--- src/rtl/adcseq_pkg.sv ---
package adcseq_pkg;

  typedef enum logic [2:0] {
    S_IDLE,
    S_WRITE,
    S_GAP,
    S_CONV,
    S_RD1,
    S_RD2
  } seqState_t;

  // strobes from the control FSM to the datapath
  typedef struct packed {
    logic loadCfg;   // latch select byte and override, clear error
    logic clrRun;    // reset per-sequence counters and channel mask
    logic capture;   // take the bus word as a result
    logic runTick;   // convert-start is high this cycle
    logic abort;     // timeout abandoned the sequence
  } seqStrobe_t;

endpackage

--- src/rtl/adcseq_datapath.sv ---
module adcseq_datapath
  import adcseq_pkg::*;
#(
  parameter int NCH  = 8,
  parameter int DW   = 14,
  parameter int CFGW = 8,
  parameter int TW   = 16,
  localparam int CW  = (NCH > 1) ? $clog2(NCH) : 1,
  localparam int NW  = $clog2(NCH + 1)
) (
  input  logic            clk,
  input  logic            rstN,
  input  seqStrobe_t      strb,
  input  logic [CFGW-1:0] cfgByte,
  input  logic            cfgAllOn,
  input  logic [TW-1:0]   timeoutLimit,
  input  logic            eocN,
  input  logic [DW-1:0]   busIn,
  output logic            activeZero,
  output logic            pending,
  output logic            readsDone,
  output logic            timedOut,
  output logic [DW-1:0]   cfgOut,
  output logic            allOnOut,
  output logic            resValid,
  output logic [CW-1:0]   resChan,
  output logic [DW-1:0]   resData,
  output logic            errTimeout
);

  logic [CFGW-1:0] cfgReg;
  logic            allOnReg;
  logic [NCH-1:0]  activeMask;
  logic [NCH-1:0]  remMask;
  logic [NW-1:0]   activeCnt;
  logic [NW-1:0]   eocCnt;
  logic [NW-1:0]   rdCnt;
  logic [CW-1:0]   lowIdx;
  logic [TW-1:0]   timer;
  logic            eocPrev;
  logic            eocFall;

  assign activeMask = allOnReg ? {NCH{1'b1}} : cfgReg[NCH-1:0];
  assign eocFall    = eocPrev & ~eocN;

  always_comb begin
    activeCnt = '0;
    for (int i = 0; i < NCH; i++) activeCnt = activeCnt + NW'(activeMask[i]);
  end

  // lowest remaining channel gives ascending order
  always_comb begin
    lowIdx = '0;
    for (int i = NCH - 1; i >= 0; i--) if (remMask[i]) lowIdx = CW'(i);
  end

  generate
    if (DW > CFGW) begin : g_pad
      assign cfgOut = {{(DW - CFGW){1'b0}}, cfgReg};
    end else begin : g_trunc
      assign cfgOut = cfgReg[DW-1:0];
    end
  endgenerate

  always_ff @(posedge clk or negedge rstN) begin
    if (!rstN) begin
      cfgReg     <= '0;
      allOnReg   <= 1'b0;
      remMask    <= '0;
      eocCnt     <= '0;
      rdCnt      <= '0;
      timer      <= '0;
      eocPrev    <= 1'b1;
      resValid   <= 1'b0;
      resChan    <= '0;
      resData    <= '0;
      errTimeout <= 1'b0;
    end else begin
      eocPrev  <= eocN;
      resValid <= 1'b0;
      if (strb.loadCfg) begin
        cfgReg     <= cfgByte;
        allOnReg   <= cfgAllOn;
        errTimeout <= 1'b0;
      end
      if (strb.clrRun) begin
        remMask <= activeMask;
        eocCnt  <= '0;
        rdCnt   <= '0;
        timer   <= '0;
      end
      if (strb.runTick) begin
        if (timer != {TW{1'b1}}) timer <= timer + 1'b1;
        if (eocFall && (eocCnt < activeCnt)) eocCnt <= eocCnt + 1'b1;
      end
      if (strb.capture) begin
        resValid        <= 1'b1;
        resData         <= busIn;
        resChan         <= lowIdx;
        remMask[lowIdx] <= 1'b0;
        rdCnt           <= rdCnt + 1'b1;
      end
      if (strb.abort) errTimeout <= 1'b1;
    end
  end

  assign activeZero = (activeCnt == '0);
  assign pending    = (eocCnt > rdCnt);
  assign readsDone  = (rdCnt == activeCnt);
  assign timedOut   = (timer >= timeoutLimit);
  assign allOnOut   = allOnReg;

endmodule

--- src/rtl/adcseq_ctrl.sv ---
module adcseq_ctrl
  import adcseq_pkg::*;
(
  input  logic       clk,
  input  logic       rstN,
  input  logic       start,
  input  logic       activeZero,
  input  logic       pending,
  input  logic       readsDone,
  input  logic       timedOut,
  input  logic       eolcN,
  output seqStrobe_t strb,
  output logic       csN,
  output logic       wrN,
  output logic       rdN,
  output logic       busOe,
  output logic       convst,
  output logic       busy
);

  seqState_t state, nextState;

  always_ff @(posedge clk or negedge rstN) begin
    if (!rstN) state <= S_IDLE;
    else       state <= nextState;
  end

  always_comb begin
    nextState = state;
    strb      = '0;
    unique case (state)
      S_IDLE: begin
        if (start) begin
          strb.loadCfg = 1'b1;
          nextState    = S_WRITE;
        end
      end
      S_WRITE: nextState = S_GAP;
      S_GAP: begin
        strb.clrRun = 1'b1;
        nextState   = activeZero ? S_IDLE : S_CONV;
      end
      S_CONV: begin
        strb.runTick = 1'b1;
        if (timedOut) begin
          strb.abort = 1'b1;
          nextState  = S_IDLE;
        end else if (pending) begin
          nextState = S_RD1;
        end else if (readsDone && !eolcN) begin
          nextState = S_IDLE;
        end
      end
      S_RD1: begin
        strb.runTick = 1'b1;
        nextState    = S_RD2;
      end
      S_RD2: begin
        strb.runTick = 1'b1;
        strb.capture = 1'b1;
        nextState    = S_CONV;
      end
      default: nextState = S_IDLE;
    endcase
  end

  always_comb begin
    wrN    = (state != S_WRITE);
    rdN    = !((state == S_RD1) || (state == S_RD2));
    csN    = wrN && rdN;
    busOe  = (state == S_WRITE);
    convst = (state == S_CONV) || (state == S_RD1) || (state == S_RD2);
    busy   = (state != S_IDLE);
  end

endmodule

--- src/rtl/adc_sample_sequencer.sv ---
module adc_sample_sequencer
  import adcseq_pkg::*;
#(
  parameter int NCH  = 8,
  parameter int DW   = 14,
  parameter int CFGW = 8,
  parameter int TW   = 16,
  localparam int CW  = (NCH > 1) ? $clog2(NCH) : 1
) (
  input  logic            clk,
  input  logic            rstN,
  input  logic            start,
  input  logic [CFGW-1:0] cfgByte,
  input  logic            cfgAllOn,
  input  logic [TW-1:0]   timeoutLimit,
  output logic            busy,
  output logic            errTimeout,
  output logic            resValid,
  output logic [CW-1:0]   resChan,
  output logic [DW-1:0]   resData,
  output logic            adcCsN,
  output logic            adcWrN,
  output logic            adcRdN,
  output logic            adcConvst,
  output logic            adcAllOn,
  input  logic            adcEocN,
  input  logic            adcEolcN,
  input  logic [DW-1:0]   adcDataIn,
  output logic [DW-1:0]   adcDataOut,
  output logic            adcDataOe
);

  seqStrobe_t strb;
  logic activeZero, pending, readsDone, timedOut;

  adcseq_ctrl u_ctrl (
    .clk(clk), .rstN(rstN), .start(start),
    .activeZero(activeZero), .pending(pending), .readsDone(readsDone),
    .timedOut(timedOut), .eolcN(adcEolcN), .strb(strb),
    .csN(adcCsN), .wrN(adcWrN), .rdN(adcRdN), .busOe(adcDataOe),
    .convst(adcConvst), .busy(busy)
  );

  adcseq_datapath #(.NCH(NCH), .DW(DW), .CFGW(CFGW), .TW(TW)) u_dp (
    .clk(clk), .rstN(rstN), .strb(strb),
    .cfgByte(cfgByte), .cfgAllOn(cfgAllOn), .timeoutLimit(timeoutLimit),
    .eocN(adcEocN), .busIn(adcDataIn),
    .activeZero(activeZero), .pending(pending), .readsDone(readsDone),
    .timedOut(timedOut), .cfgOut(adcDataOut), .allOnOut(adcAllOn),
    .resValid(resValid), .resChan(resChan), .resData(resData),
    .errTimeout(errTimeout)
  );

endmodule

--- config.mk ---
export PLATFORM = sky130hd
export DESIGN_NAME = adc_sample_sequencer
export DESIGN_NICKNAME = d
export VERILOG_FILES = /design/src/rtl/adcseq_pkg.sv /design/src/rtl/adcseq_datapath.sv /design/src/rtl/adcseq_ctrl.sv /design/src/rtl/adc_sample_sequencer.sv
export SDC_FILE = /design/constraint.sdc
export NUM_CORES = 1
export LEC_CHECK = 0
export BUFFER_PORTS_ARGS = -buffer_cell sky130_fd_sc_hd__buf_2
export CELL_PAD_IN_SITES_DETAIL_PLACEMENT = 0
export CELL_PAD_IN_SITES_GLOBAL_PLACEMENT = 1
export CORE_MARGIN = 5
export CORE_UTILIZATION = 41
export DETAILED_ROUTE_END_ITERATION = 6
export PLACE_DENSITY_LB_ADDON = 0.15
export SLEW_MARGIN = 20
export SYNTH_ARGS = -nofsm -noshare
export SYNTH_HDL_FRONTEND = slang
export SYNTH_SLANG_ARGS = --single-unit
--- constraint.sdc ---
create_clock -name clk -period 5.22 [get_ports clk]
set_clock_uncertainty 0.2 [all_clocks]
set_input_delay 1.044 -clock clk [delete_from_list [all_inputs] [get_ports clk]]
set_output_delay 1.044 -clock clk [all_outputs]
set_load 0.005 [all_outputs]
==> flow_metrics.tcl <==
set metrics [dict create \
    cts_resized 0 \
    area_delta_synth_final_pct 19.3 \
    fmax_mhz 210 \
    p_per_area_mw_per_mm2 601 \
    postRouteAntennaNets 0 \
    synth_flop_cell "dfrtp_1" \
    p_total_mw 2.67 \
    worst-endpoint-required_ps 5240 \
    critPathCapture "u_dp.eocCnt[3]" \
    syn-cell-area_mm2 0.00373 \
    regToRegEndpoint "u_dp.eocCnt[3]" \
    drtIter0Drc 90 \
    rsz0062_at_grt "false" \
    outcome "finished, final reports clean" \
    rows 34 \
    clk_latency_ps 340 \
    hold_viol_final 0 \
    layout_commonest_cell "buf_2" \
    synthTopCellsByArea "dfrtp_1 42%, ha_1 9.4%, nand2_1 7.4%" \
    avgRoutedWirePerCell_um 14.0 \
    synth_edf_count 0 \
    fillers 840 \
    timing.reg2reg.setup_slack_ps 450 \
    yosys.cell_types.count 55 \
    hold_buffers 0 \
    ios 84 \
    antenna_cells 0 \
    seq_area_frac_synth_pct 43.0 \
    dieHeight_um 105 \
    worst_pin_slew_ps 848 \
    overflow 0 \
    utilization_pct 50.6 \
    clk_pin_slew_ps 70 \
    grt_max_degree 65 \
    h-tree-depth 3 \
    critPathKind "flip-flop to flip-flop" \
    worst-endpoint-arrival_ps 4790 \
    min_period_over_period_pct 91.4 \
    routed_wl_um 8420 \
    cts_setup_buffers 0 \
    avgViaCountPerCell 5.12 \
    drc 0 \
    cts_tree "built" \
    path_max_fanout 10 \
    grt_pass1_vias 3063 \
    cts_made_buffers 9 \
    timing.rr.start "u_dp.allOnOut" \
    core_mm2 0.00881 \
    async_flop_share_pct 100 \
    syn_avg_cell_area_um2 9.14 \
    finalNetCount 563 \
    max-cap-violations 0 \
    hold_class "flip-flop to flip-flop" \
    cp-startpoint "u_dp.allOnOut" \
    startpoint_type "flip-flop" \
    synth_cells 408 \
    cellLeakagePower_nw 2.20 \
    synth.largest_area_cell "dfrtp_1" \
    synth_warnings 0 \
    clk_path_buf_depth 2 \
    regArea_mm2 0.00160 \
    maxSlewHeadroom_pct 43.5 \
    hpwl_um 6330 \
    synth-seq-cells 64 \
    clockRootBuffer "clkbuf_8" \
    first_pass_iters 4 \
    routabilityCongestion 0.761 \
    ff2ff_path_depth 13 \
    start_util_pct 42.4 \
    endpoint_kind "flip-flop" \
    ir_drop_mv 0.346 \
    io_buffers 77 \
    yosysTopAreaCellShare_pct 42.3 \
    min_period_ps 4770 \
    drive_gt1_share_pct 22.8 \
    antenna_found_initial 0 \
    cts.sinks 64 \
    drv_slew 0 \
    die_area_mm2 0.0111 \
    grt.total_usage_pct 15.9 \
    grt_pass1_wl_um 14500 \
    multi_input_area_mm2 0.00194 \
    die_w_um 105 \
    num_vias 3073 \
    fin_setup_tns_ps 0 \
    finalSetupViolCount 0 \
    final_cell_mix "77 x buf_2, 74 x nand2_1, 63 x dfrtp_1, 34 x inv_1, 31 x nor2_1" \
]
==> metal layers <==
layer | global-route usage (%) | part of all wire (%)
met1 | 21.2 | 47
met2 | 25.2 | 47
met3 | 5.50 | 5.3
met4 | 3.19 | 0.82
met5 | 0 | 0
==> critical path, stage by stage, from the launching register on <==
cell	delay (ps)
dfrtp_1	470
or2_2	350
ha_1	280
inv_1	50
fa_1	500
fa_1	520
fa_1	480
fa_1	560
ha_1	250
o21a_1	110
o311ai_0	270
nand3_1	270
o211ai_1	250
o31ai_1	90
==> metrics by stage <==
step / instance area [um^2] / hold WS, ps / cells / setup slack, ps
2_1_floorplan: 3750 / 250 / 413 / 592
3_5_place_dp: 4200 / 256 / 584 / 458
4_1_cts: 4450 / 271 / 600 / 434
5_1_grt: 4450 / 281 / 600 / 142
3_3_place_gp: 4200 / 252 / 584 / 535
6_report: 4450 / 269 / 600 / 450
==> layout make-up <==
type                       count  share of cell area (%)
multi-input combinational    298                    43.5
sequential                    64                    36.0
timing repair buffer          79                    8.99
tap                          108                    3.04
inverter                      35                    2.95
clock buffer                   9                    2.78
clock inverter                 7                    2.70
==> cells in the mapped netlist, types with 6 or more instances <==
master,count
nor2_1,31
nand4_1,7
nand2_1,74
ha_1,28
buf_4,6
nand3_1,11
a21oi_1,20
o21ai_0,22
dfrtp_1,63
nor3_1,7
xnor2_1,10
clkbuf_1,9
mux2_2,9
inv_1,34
==> registers in the layout (all words and copies together) (netlist names), 3 cells and up <==
signal,flops
u_dp.eocCnt,4
u_dp.resChan,3
u_dp.rdCnt,4
u_ctrl.state,3
u_dp.remMask,8
u_dp.timer,16
u_dp.cfgReg,8
u_dp.resData,14
==> cells by family after synthesis <==
family	Yosys count	synth area share, %
AOI/OAI and AO/OA	73	12.2
xor gates and xnor gates	14	3.29
adders and majority gates	32	11.5
buffers and inverters	51	5.77
DFF	64	43.0
muxes	13	3.79
other	1	0.101
and+or+nand+nor	160	20.3
==> worst min path at each step <==
| stage | slack (ps) | to | cells past startpoint | from |
|---|---|---|---|---|
| floorplan | 250 | u_dp.rdCnt[3] | 2 | u_dp.rdCnt[3] |
| global placement | 250 | u_dp.resChan[1] | 2 | u_dp.resChan[1] |
| detailed placement | 260 | u_dp.resChan[1] | 2 | u_dp.resChan[1] |
| CTS | 270 | u_dp.resChan[1] | 2 | u_dp.resChan[1] |
| global route | 280 | u_dp.resChan[1] | 2 | u_dp.resChan[1] |
| finish | 270 | u_dp.resData[0] | 2 | u_dp.resData[0] |
==> where the power goes <==
part	total (mW)	switching [mW]	internal, mW
Combinational	1.36	0.730	0.634
Clock	0.518	0.200	0.318
Sequential	0.793	0.142	0.651
(Power assumes the default switching activity.)
